$ cat src/rtl/sc_framer_pkg.sv
package sc_framer_pkg;

  localparam int DW = 8;
  localparam logic [7:0] MODE_RESET = 8'hF2;
  localparam logic [7:0] MODE_RW_MASK = 8'h0D;

  typedef enum logic [1:0] {
    A_MODE = 2'd0,
    A_TXD  = 2'd1,
    A_RXD  = 2'd2,
    A_CTL  = 2'd3
  } reg_addr_e;

  function automatic logic [DW-1:0] flip(input logic [DW-1:0] d);
    logic [DW-1:0] r;
    for (int i = 0; i < DW; i++) r[i] = d[DW-1-i];
    return r;
  endfunction

  // Maps between register-side byte and line order; self-inverse.
  function automatic logic [DW-1:0] line_map(input logic [DW-1:0] d,
                                             input logic msb, input logic inv);
    logic [DW-1:0] v;
    v = inv ? ~d : d;
    return msb ? flip(v) : v;
  endfunction

endpackage

$ cat src/rtl/sc_regs.sv
module sc_regs
  import sc_framer_pkg::*;
(
  input  logic          clk,
  input  logic          rst_n,
  input  logic          clr,
  input  logic          we,
  input  logic          re,
  input  logic [1:0]    addr,
  input  logic [7:0]    wdata,
  input  logic          tx_take,
  input  logic          tx_busy,
  input  logic          rx_done,
  input  logic [DW-1:0] rx_byte,
  input  logic          rx_perr,
  output logic [7:0]    rdata,
  output logic          msb,
  output logic          inv,
  output logic          en,
  output logic          odd,
  output logic [DW-1:0] thr,
  output logic          thr_full
);

  logic [7:0]    mode_q, mode_d;
  logic          odd_q, odd_d;
  logic [DW-1:0] thr_q, thr_d, rdr_q, rdr_d;
  logic          full_q, full_d, rxv_q, rxv_d, perr_q, perr_d;

  always_comb begin
    mode_d = mode_q;
    odd_d  = odd_q;
    thr_d  = thr_q;
    full_d = full_q;
    rdr_d  = rdr_q;
    rxv_d  = rxv_q;
    perr_d = perr_q;
    if (tx_take) full_d = 1'b0;
    if (we) begin
      unique case (reg_addr_e'(addr))
        A_MODE: mode_d = (wdata & MODE_RW_MASK) | (MODE_RESET & ~MODE_RW_MASK);
        A_TXD: begin
          thr_d  = wdata[DW-1:0];
          full_d = 1'b1;
        end
        A_CTL:  odd_d = wdata[0];
        default: ;
      endcase
    end
    if (rx_done) begin
      rdr_d  = rx_byte;
      rxv_d  = 1'b1;
      perr_d = rx_perr;
    end else if (re && reg_addr_e'(addr) == A_RXD) begin
      rxv_d = 1'b0;
    end
  end

  always_ff @(posedge clk or negedge rst_n) begin
    if (!rst_n) begin
      mode_q <= MODE_RESET;
      odd_q  <= 1'b0;
      thr_q  <= '0;
      full_q <= 1'b0;
      rdr_q  <= '0;
      rxv_q  <= 1'b0;
      perr_q <= 1'b0;
    end else if (clr) begin
      mode_q <= MODE_RESET;
      odd_q  <= 1'b0;
      thr_q  <= '0;
      full_q <= 1'b0;
      rdr_q  <= '0;
      rxv_q  <= 1'b0;
      perr_q <= 1'b0;
    end else begin
      mode_q <= mode_d;
      odd_q  <= odd_d;
      thr_q  <= thr_d;
      full_q <= full_d;
      rdr_q  <= rdr_d;
      rxv_q  <= rxv_d;
      perr_q <= perr_d;
    end
  end

  always_comb begin
    unique case (reg_addr_e'(addr))
      A_MODE:  rdata = mode_q;
      A_TXD:   rdata = thr_q;
      A_RXD:   rdata = rdr_q;
      default: rdata = {3'b000, full_q, tx_busy, rxv_q, perr_q, odd_q};
    endcase
  end

  assign msb      = mode_q[3];
  assign inv      = mode_q[2];
  assign en       = mode_q[0];
  assign odd      = odd_q;
  assign thr      = thr_q;
  assign thr_full = full_q;

endmodule

$ cat src/rtl/sc_tx.sv
module sc_tx
  import sc_framer_pkg::*;
#(
  parameter int OVS = 4
) (
  input  logic          clk,
  input  logic          rst_n,
  input  logic          clr,
  input  logic          tick,
  input  logic          en,
  input  logic          msb,
  input  logic          inv,
  input  logic          odd,
  input  logic          pend,
  input  logic [DW-1:0] data,
  output logic          take,
  output logic          busy,
  output logic          drive_low
);

  localparam int FB = DW + 2;
  localparam int CW = $clog2(OVS);
  localparam int BW = $clog2(FB);

  logic [FB-1:0] sh_q, sh_d;
  logic [CW-1:0] tc_q, tc_d;
  logic [BW-1:0] bc_q, bc_d;
  logic          busy_q, busy_d;
  logic          par;

  assign par  = (^data) ^ odd;
  assign take = tick && !busy_q && pend && en;

  always_comb begin
    sh_d   = sh_q;
    tc_d   = tc_q;
    bc_d   = bc_q;
    busy_d = busy_q;
    if (take) begin
      sh_d   = {par, line_map(data, msb, inv), 1'b0};
      busy_d = 1'b1;
      tc_d   = '0;
      bc_d   = '0;
    end else if (busy_q && tick) begin
      if (tc_q == CW'(OVS - 1)) begin
        tc_d = '0;
        if (bc_q == BW'(FB - 1)) begin
          busy_d = 1'b0;
        end else begin
          bc_d = bc_q + 1'b1;
          sh_d = {1'b1, sh_q[FB-1:1]};
        end
      end else begin
        tc_d = tc_q + 1'b1;
      end
    end
  end

  always_ff @(posedge clk or negedge rst_n) begin
    if (!rst_n) begin
      sh_q   <= '1;
      tc_q   <= '0;
      bc_q   <= '0;
      busy_q <= 1'b0;
    end else if (clr) begin
      sh_q   <= '1;
      tc_q   <= '0;
      bc_q   <= '0;
      busy_q <= 1'b0;
    end else begin
      sh_q   <= sh_d;
      tc_q   <= tc_d;
      bc_q   <= bc_d;
      busy_q <= busy_d;
    end
  end

  assign busy      = busy_q;
  assign drive_low = busy_q & ~sh_q[0];

endmodule

$ cat src/rtl/sc_rx.sv
module sc_rx
  import sc_framer_pkg::*;
#(
  parameter int OVS = 4
) (
  input  logic          clk,
  input  logic          rst_n,
  input  logic          clr,
  input  logic          tick,
  input  logic          active,
  input  logic          line_i,
  input  logic          msb,
  input  logic          inv,
  input  logic          odd,
  output logic          done,
  output logic [DW-1:0] byte_o,
  output logic          perr
);

  localparam int CW   = $clog2(OVS);
  localparam int NS   = DW + 1;
  localparam int IW   = $clog2(NS);
  localparam int HALF = OVS / 2;

  typedef enum logic [1:0] {S_IDLE, S_START, S_DATA} rx_state_e;

  rx_state_e     st_q, st_d;
  logic [1:0]    sync_q;
  logic          ls, prev_q, prev_d;
  logic [CW-1:0] rc_q, rc_d;
  logic [IW-1:0] ri_q, ri_d;
  logic [NS-1:0] sh_q, sh_d;
  logic          done_d, done_q, perr_d, perr_q;
  logic [DW-1:0] byte_d, byte_q;

  assign ls = sync_q[1];

  always_comb begin
    st_d   = st_q;
    prev_d = tick ? ls : prev_q;
    rc_d   = rc_q;
    ri_d   = ri_q;
    sh_d   = sh_q;
    done_d = 1'b0;
    byte_d = byte_q;
    perr_d = perr_q;
    if (!active) begin
      st_d = S_IDLE;
    end else if (tick) begin
      unique case (st_q)
        S_IDLE: begin
          if (prev_q && !ls) begin
            st_d = S_START;
            rc_d = '0;
          end
        end
        S_START: begin
          if (rc_q == CW'(HALF - 2)) begin
            rc_d = '0;
            ri_d = '0;
            st_d = ls ? S_IDLE : S_DATA;
          end else begin
            rc_d = rc_q + 1'b1;
          end
        end
        S_DATA: begin
          if (rc_q == CW'(OVS - 1)) begin
            rc_d = '0;
            sh_d = {ls, sh_q[NS-1:1]};
            if (ri_q == IW'(NS - 1)) begin
              st_d   = S_IDLE;
              done_d = 1'b1;
              byte_d = line_map(sh_d[DW-1:0], msb, inv);
              perr_d = sh_d[NS-1] != ((^byte_d) ^ odd);
            end else begin
              ri_d = ri_q + 1'b1;
            end
          end else begin
            rc_d = rc_q + 1'b1;
          end
        end
        default: st_d = S_IDLE;
      endcase
    end
  end

  always_ff @(posedge clk or negedge rst_n) begin
    if (!rst_n) begin
      sync_q <= 2'b11;
      st_q   <= S_IDLE;
      prev_q <= 1'b1;
      rc_q   <= '0;
      ri_q   <= '0;
      sh_q   <= '0;
      done_q <= 1'b0;
      byte_q <= '0;
      perr_q <= 1'b0;
    end else if (clr) begin
      sync_q <= 2'b11;
      st_q   <= S_IDLE;
      prev_q <= 1'b1;
      rc_q   <= '0;
      ri_q   <= '0;
      sh_q   <= '0;
      done_q <= 1'b0;
      byte_q <= '0;
      perr_q <= 1'b0;
    end else begin
      sync_q <= {sync_q[0], line_i};
      st_q   <= st_d;
      prev_q <= prev_d;
      rc_q   <= rc_d;
      ri_q   <= ri_d;
      sh_q   <= sh_d;
      done_q <= done_d;
      byte_q <= byte_d;
      perr_q <= perr_d;
    end
  end

  assign done   = done_q;
  assign byte_o = byte_q;
  assign perr   = perr_q;

endmodule

$ cat src/rtl/sc_framer.sv
module sc_framer
  import sc_framer_pkg::*;
#(
  parameter int OVS = 4
) (
  input  logic       clk,
  input  logic       rst_n,
  input  logic       standby_i,
  input  logic       sample_tick_i,
  input  logic       reg_we_i,
  input  logic       reg_re_i,
  input  logic [1:0] reg_addr_i,
  input  logic [7:0] reg_wdata_i,
  output logic [7:0] reg_rdata_o,
  input  logic       line_i,
  output logic       line_drive_low_o
);

  logic [1:0]    rst_sync_q;
  logic          rst_n_int;
  logic          mode_msb, mode_inv, mode_en, par_odd;
  logic [DW-1:0] thr, rx_byte;
  logic          thr_full, tx_take, tx_busy, rx_done, rx_perr;

  always_ff @(posedge clk or negedge rst_n) begin
    if (!rst_n) rst_sync_q <= 2'b00;
    else        rst_sync_q <= {rst_sync_q[0], 1'b1};
  end
  assign rst_n_int = rst_sync_q[1];

  sc_regs u_regs (
    .clk      (clk),
    .rst_n    (rst_n_int),
    .clr      (standby_i),
    .we       (reg_we_i),
    .re       (reg_re_i),
    .addr     (reg_addr_i),
    .wdata    (reg_wdata_i),
    .tx_take  (tx_take),
    .tx_busy  (tx_busy),
    .rx_done  (rx_done),
    .rx_byte  (rx_byte),
    .rx_perr  (rx_perr),
    .rdata    (reg_rdata_o),
    .msb      (mode_msb),
    .inv      (mode_inv),
    .en       (mode_en),
    .odd      (par_odd),
    .thr      (thr),
    .thr_full (thr_full)
  );

  sc_tx #(.OVS(OVS)) u_tx (
    .clk       (clk),
    .rst_n     (rst_n_int),
    .clr       (standby_i),
    .tick      (sample_tick_i),
    .en        (mode_en),
    .msb       (mode_msb),
    .inv       (mode_inv),
    .odd       (par_odd),
    .pend      (thr_full),
    .data      (thr),
    .take      (tx_take),
    .busy      (tx_busy),
    .drive_low (line_drive_low_o)
  );

  sc_rx #(.OVS(OVS)) u_rx (
    .clk    (clk),
    .rst_n  (rst_n_int),
    .clr    (standby_i),
    .tick   (sample_tick_i),
    .active (mode_en & ~tx_busy),
    .line_i (line_i),
    .msb    (mode_msb),
    .inv    (mode_inv),
    .odd    (par_odd),
    .done   (rx_done),
    .byte_o (rx_byte),
    .perr   (rx_perr)
  );

endmodule

$ cat config.mk
export PLATFORM = sky130hd
export DESIGN_NAME = sc_framer
export DESIGN_NICKNAME = d
export VERILOG_FILES = /design/src/rtl/sc_framer_pkg.sv /design/src/rtl/sc_regs.sv /design/src/rtl/sc_tx.sv /design/src/rtl/sc_rx.sv /design/src/rtl/sc_framer.sv
export SDC_FILE = /design/constraint.sdc
export NUM_CORES = 1
export LEC_CHECK = 0
export ABC_AREA = 1
export BUFFER_PORTS_ARGS = -buffer_cell sky130_fd_sc_hd__buf_2
export CELL_PAD_IN_SITES_DETAIL_PLACEMENT = 2
export CELL_PAD_IN_SITES_GLOBAL_PLACEMENT = 2
export CORE_MARGIN = 5
export CORE_UTILIZATION = 33
export DETAILED_ROUTE_END_ITERATION = 6
export PLACE_DENSITY = 0.79
export SLEW_MARGIN = 20
export SYNTH_ARGS = -nofsm -noshare
export SYNTH_HDL_FRONTEND = slang
export SYNTH_SLANG_ARGS = --single-unit
$ cat constraint.sdc
create_clock -name clk -period 1.9 [get_ports clk]
set_input_delay 0.095 -clock clk [delete_from_list [all_inputs] [get_ports clk]]
set_output_delay 0.095 -clock clk [all_outputs]
set_load 0.005 [all_outputs]
==> results.ini, run 1 <==
[run_status]
outcome=finished, final reports clean

[detailed_routing]
drt_iter0_markers=157
drt-vias-per-instance=5.05
wl_met1_mm=5.72
dr.pass1.iters=4
vias=3735
ant_nets=0
drcViolationCount=0
highest_layer=met4
met2_length_mm=6.39
met3_length_um=354
wire_per_inst_um=17.2
wirelength_mm=12.7

[final_layout]
mostFrequentLayoutCells=nand2_1 (114), inv_1 (69), nand3_1 (65)
synthToLayoutAreaGrowth_pct=16.0
drive_gt1_frac=0.199
layout_commonest_cell=nand2_1
nets=590
antenna_cells=0
final_cell_count_no_fill=739

[pwr]
p_leak_nw=2.28
vdd_drop_max_mv=0.293
p_per_area_mw_per_mm2=764
p_total_w=0.00373

[cts]
cts_made_buffers=9
clk_path_buf_depth=2
clk_latency_ns=0.35
cts_tree=yes
clk_pin_slew_ns=0.06
cts_root_buf=clkbuf_16
htreeDepth=3
clock_sinks=71

[timing]
finalHoldViolCount=0
fin_crit_ns=1.75
worst_slack_ns=0.150
rsz0062_at_grt=false
finalSetupViolations=0
post-route-period-util=0.921
setup-tns-final_ns=0
report.final.slew_viol_count=0
max_freq_mhz=571
clock_skew_ns=0.00833

[logic_synthesis]
postSynth.asyncResetShare=1.00
synthCells=525
netlist_area_sq_mm=0.00420
synth_edf_count=0
syn_avg_cell_area_sq_um=8.01
ys_ff_latch=71
syn_nets=553
synthFlopType=dfrtp_1
synth_cell_type_count=47
yosys_warnings=0
seq_area_frac_synth=0.427

[die]
fp.dieW_um=123
core_area_sq_mm=0.0126
num_rows=41
initial_utilization=0.334
die_h_um=123
die-area_sq_mm=0.0151
ios=26

[critical_path]
cp_top_family=simple AND/OR/NAND/NOR gates
end_kind=register
cpPeakStageDelay_ns=0.38
crit_buf_inv=4
startpoint_type=register
crit_path_max_fanout=11
path_cells=buf_4, buf_4, nand2_1, nand3_1, nand2_2, inv_2, nand2_1, nand2_1, inv_1, nand2_1, nand2_1, nand2_1, nand3_1, nand2_1
cp_common_cell=nand2_1
reg2reg_slack_ns=0.15
critical_path_class=register to register
required_ns=2.13
arrival_ns=1.98
crit_path_top_delay_cell=dfrtp_1

[placed_design]
port_buffers=25
dp.cells=718
place_ws_ns=0.0679
dp_hpwl_mm=9.65
gp_congestion=0.872

[min_path]
hold_path_class=input pin to register

[global_route]
grt_pass1_wl_mm=21.2
grt_max_degree=70
grt_antenna_before_repair=0
grt_pass1_vias=4155
track_usage=0.182
grt.overflow.total=0

[job]
drv_cap=0

[cells in the mapped netlist (2+ instances only)]
master,instances,area [sq um]
buf_4,3,22.5
xor2_1,9,78.8
o2111ai_1,3,26.3
o21ai_0,51,255
nand2_4,2,22.5
nand3_1,65,325
ha_1,11,138
o22ai_2,8,100
buf_6,2,22.5
dfrtp_1,58,1450
or2_2,5,31.3
nand2_1,115,432
o22ai_1,15,93.8
buf_2,5,25.0
o221ai_1,2,17.5
inv_1,70,263
a21oi_1,11,55.1
nand3_2,2,20.0
o21ai_1,6,30.0
dfstp_2,13,342
nand2_2,14,87.6
nor3_1,2,10.0
xnor2_1,7,61.3
nor2_1,18,67.6
inv_2,5,18.8
buf_1,2,7.51
[stage by stage]
| step | util | area, sq um | hold WS, ns |
|---|---|---|---|
| final | 0.388 | 4880 | 0.0108 |
| after global routing | 0.388 | 4880 | 0.0152 |
| after CTS | 0.387 | 4870 | 0.00324 |
| after detailed placement | 0.360 | 4520 | -0.115 |
| after global placement | 0.360 | 4520 | -0.121 |
| after floorplan | - | 4200 | -0.201 |
[final cells by class]
cell class | count | area (sq um)
Multi-Input combinational cell | 362 | 2000
Clock inverter | 6 | 53.8
Clock buffer | 10 | 239
Inverter | 77 | 302
Tap cell | 172 | 215
Timing Repair Buffer | 41 | 268
Sequential cell | 71 | 1800
Fill cell | 1439 | 7690
[state kept, by name, indices dropped and copies added, names as in the netlist, 3 cells and up]
signal         count
u_rx.byte_o        8
u_regs.mode_q      3
u_rx.ri_q          4
u_tx.sh_q         10
u_regs.thr         8
u_rx.sh_q          8
u_regs.rdr_q       8
u_tx.bc_q          4
[path summary, 6_finish.rpt]
kind,start,to,cells after the start
worst min register to register,rst_sync_q[1]$_DFF_PN0_,u_rx.rc_q[0]$_DFFE_PN0P_,1
max in group asynchronous,rst_sync_q[1]$_DFF_PN0_,u_tx.sh_q[2]$_DFFE_PN1P_,1
worst max register to register,u_regs.mode_q[2]$_DFFE_PN0P_,u_rx.perr$_DFFE_PN0P_,14
worst min-delay path,reg_wdata_i[5],u_regs.thr[5]$_DFFE_PN0P_,3
min in group asynchronous,rst_n,rst_sync_q[1]$_DFF_PN0_,2
worst max-delay path,u_regs.mode_q[2]$_DFFE_PN0P_,u_rx.perr$_DFFE_PN0P_,14
[power breakdown]
group | switching, W | internal, W
clock | 0.000734 | 0.000940
combinational | 0.000287 | 0.000149
sequential | 0.0000417 | 0.00157
total | 0.00106 | 0.00266
[timing repair]
action	in CTS	in global routing
setup buffers	1	0
endpoints found under the setup margin	1	6
gates resized for setup	1	6
hold buffers	4	0
pin swaps	0	0
endpoints found under the hold margin	5	0
[worst min-delay path, stage by stage]
cell and delay (ns):
buf_2 0.08, nand3_1 0.06, o21ai_0 0.08
[metal layers]
metal | up-vias | global-route usage
met1 | 1877 | 0.225
met4 | 0 | 0.0686
met3 | 18 | 0.0318
met2 | 43 | 0.316
li1 | 1797 | -
met5 | - | 0
[logic make-up after synthesis]
kind of cell    after synthesis  synth area share
buf+inv                      92            0.0988
other cells                   1          0.000892
fa+ha+maj                    11            0.0327
compound gates              104             0.153
xor+xnor                     16            0.0333
simple gates                230             0.255
flops                        71             0.427
No activity file was read; power rests on OpenSTA's default activity.
==> inputs of run 2 (changes only) <==
--- a/config.mk
+++ b/config.mk
@@ -12,8 +12,8 @@
 export CORE_MARGIN = 5
 export CORE_UTILIZATION = 33
 export DETAILED_ROUTE_END_ITERATION = 6
-export PLACE_DENSITY = 0.79
-export SLEW_MARGIN = 20
+export PLACE_DENSITY = 0.78
+export SLEW_MARGIN = 30
 export SYNTH_ARGS = -nofsm -noshare
 export SYNTH_HDL_FRONTEND = slang
 export SYNTH_SLANG_ARGS = --single-unit
==> run 2 against run 1 <==
Against the previous run: flip-flop and latch count unchanged; clock skew up 0.0016 ns; die area unchanged; total power up 2.4%; wire length up 4.3%; largest power group unchanged; via count up 0.27%; core utilization up 0.23 points; combinational power down 3%; final cell count up 0.27%; register-to-register slack worse by 0.07 ns; first-iteration DRC count down 1.3%; setup slack worse by 0.071 ns.
==> results.ini, run 2 (same netlist as run 1, synthesis figures left out) <==
[detailed_routing]
wire_per_inst_um=17.9  ; was 17.2 um
highest_layer=met4  ; unchanged
wl_met1_mm=5.68  ; was 5.72 mm
ant_nets=0  ; unchanged
vias=3745  ; was 3,735
dr.pass1.iters=4  ; unchanged
wirelength_mm=13.3  ; was 12.7 mm
drcViolationCount=0  ; unchanged
drt_iter0_markers=155  ; was 157
drt-vias-per-instance=5.05  ; about the same
met2_length_mm=7.02  ; was 6.39 mm
met3_length_um=271  ; was 354 um

[die]
die-area_sq_mm=0.0151  ; unchanged
fp.dieW_um=123  ; unchanged
ios=26  ; unchanged
num_rows=41  ; unchanged
initial_utilization=0.334  ; unchanged
core_area_sq_mm=0.0126  ; unchanged
die_h_um=123  ; unchanged

[timing]
fin_hold_ws_ns=0.00733  ; was 0.0108 ns
finalSetupViolations=0  ; unchanged
report.final.slew_viol_count=0  ; unchanged
slew_headroom=0.608
rsz0062_at_grt=true  ; was false
max_freq_mhz=549  ; was 571 MHz
clock_skew_ns=0.00991  ; was 0.00833 ns
finalHoldViolCount=0  ; unchanged
post-route-period-util=0.959  ; was 0.921
worstMarginPinSlew_ns=0.587
fin_crit_ns=1.82  ; was 1.75 ns

[final_layout]
antenna_cells=0  ; unchanged
multi_input_area_sq_mm=0.00201  ; was 0.00200 sq mm
regMostFlops=u_tx.sh_q  ; unchanged
ff_latch_area_sq_mm=0.00180  ; about the same
mostFrequentLayoutCells=nand2_1 (114), inv_1 (69), nand3_1 (65)  ; unchanged
layout_commonest_cell=nand2_1  ; unchanged
drive_gt1_frac=0.206  ; was 0.199
largest_reg_flops=10  ; unchanged
nets=592  ; was 590
final_cell_area_sq_mm=0.00491  ; was 0.00488 sq mm
final_cell_count_no_fill=741  ; was 739
synthToLayoutAreaGrowth_pct=16.7  ; was 16.0%
postLayoutCoreUtil=0.390  ; was 0.388
filler_cell_count=1464  ; was 1,439

[critical_path]
startpoint_type=register  ; unchanged
cp_top_family=flip-flops  ; was simple AND/OR/NAND/NOR gates
end_kind=register  ; unchanged
crit_buf_inv=3  ; was 4
cpPeakStageDelay_ns=0.40  ; was 0.38 ns
path_cells=inv_1, ha_2, inv_1, nand3_1, nand2_1, a21oi_1, nand2_2, inv_2, nand2_1, o22ai_1, a21oi_1  ; was buf_4, buf_4, nand2_1, nand3_1, nand2_2, inv_2, nand2_1, nand2_1, inv_1, nand2_1, nand2_1, nand2_1, nand3_1, nand2_1
required_ns=2.13  ; about the same
crit_path_max_fanout=5  ; was 11
r2r_cells=11  ; was 14
crit_path_top_delay_cell=dfrtp_1  ; unchanged
r2r_start=u_rx.st_q[0]$_DFFE_PN0P_  ; was u_regs.mode_q[2]$_DFFE_PN0P_
reg2reg_to=u_rx.ri_q[2]$_DFFE_PN0P_  ; was u_rx.perr$_DFFE_PN0P_
reg2reg_slack_ns=0.08  ; was 0.15 ns
critical_path_class=register to register  ; unchanged
arrival_ns=2.05  ; was 1.98 ns

[pwr]
vdd_drop_max_mv=0.436  ; was 0.293 mV
p_leak_nw=2.30  ; was 2.28 nW
p_total_w=0.00381  ; was 0.00373 W
p_per_area_mw_per_mm2=777  ; was 764 mW/mm^2

[cts]
cts_tree=yes  ; unchanged
clk_path_buf_depth=2  ; unchanged
cts_made_buffers=9  ; unchanged
clk_latency_ns=0.35  ; about the same
clock_sinks=71  ; unchanged
cts_root_buf=clkbuf_16  ; unchanged
clk_pin_slew_ns=0.06  ; about the same
htreeDepth=3  ; unchanged

[min_path]
min_to=u_regs.thr[6]$_DFFE_PN0P_  ; was u_regs.thr[5]$_DFFE_PN0P_
hold_path_class=input pin to register  ; unchanged
min_from=reg_wdata_i[6]  ; was reg_wdata_i[5]
hold_depth=3  ; unchanged

[global_route]
grt_pass1_wl_mm=21.9  ; was 21.2 mm
grt_max_degree=33  ; was 70
grt_antenna_before_repair=0  ; unchanged
grt_pass1_vias=4295  ; was 4,155
grt.overflow.total=0  ; unchanged
track_usage=0.188  ; was 0.182

[run_status]
outcome=finished, final reports clean  ; unchanged

[placed_design]
dp_hpwl_mm=9.91  ; was 9.65 mm
dp.cells=719  ; was 718
gp_congestion=0.806  ; was 0.872
place_area_sq_mm=0.00453  ; was 0.00452 sq mm
port_buffers=25  ; unchanged

[job]
drv_cap=0  ; unchanged

run 2: cell types whose count changed in the layout (fill, tap and decap cells not counted), moves of 2 or more:
cell | before | now
buf_4 | 11 | 15
clkinv_4 | 3 | 0
dlygate4sd3_1 | 4 | 2
clkbuf_1 | 0 | 2
run 2: tightest hold or removal path: stages:
cell	delay (ns)
buf_2	0.08
nand3_1	0.06
o21ai_0	0.07
run 2: how the worst max path moves through the flow:
stage | depth (start not counted) | from | endpoint
4_1_cts | 11 | u_rx.st_q[0]$_DFFE_PN0P_ | u_rx.ri_q[2]$_DFFE_PN0P_
2_1_floorplan | 7 | u_rx.st_q[0]$_DFFE_PN0P_ | u_rx.byte_o[7]$_DFFE_PN0P_
3_3_place_gp | 8 | u_rx.st_q[0]$_DFFE_PN0P_ | u_rx.byte_o[3]$_DFFE_PN0P_
6_report | 11 | u_rx.st_q[0]$_DFFE_PN0P_ | u_rx.ri_q[2]$_DFFE_PN0P_
3_5_place_dp | 7 | u_rx.st_q[0]$_DFFE_PN0P_ | u_rx.sh_q[8]$_DFFE_PN0P_
5_1_grt | 11 | u_rx.st_q[0]$_DFFE_PN0P_ | u_rx.ri_q[2]$_DFFE_PN0P_
run 2: metal layers:
layer / track usage / up-vias
met5: 0 / -
met4: 0.0665 / 0
met3: 0.0341 / 16
met2: 0.351 / 36
met1: 0.213 / 1886
li1: - / 1807
run 2: cell type report:
class	instances	share of cell area
multi-input cells	362	0.410
flip-flops and latches	71	0.366
clock buffers	13	0.0530
well taps	172	0.0439
clock inverters	3	0.00867
inverters	77	0.0615
repair buffers	43	0.0566
run 2: where the power goes:
part	switching, W	internal, W
Sequential	0.0000529	0.00157
Combinational	0.000273	0.000148
Clock	0.000678	0.00109
Total	0.00100	0.00281
run 2: timing repair:
action | in CTS | in global routing
pin swaps | 0 | 1
setup buffers | 1 | 3
resized for setup | 1 | 7
gates cloned | 0 | 0
hold buffers | 2 | 0
hold endpoints to repair | 3 | 0
endpoints found under the setup margin | 1 | 23
run 2: per-stage QoR:
stage	setup TNS [ns]	worst slack, ns
after global routing	-0.0897	-0.0681
final	0	0.0786
after global placement	0	0.172
after floorplan	0	0.367
after detailed placement	0	0.0873
after CTS	0	0.00651
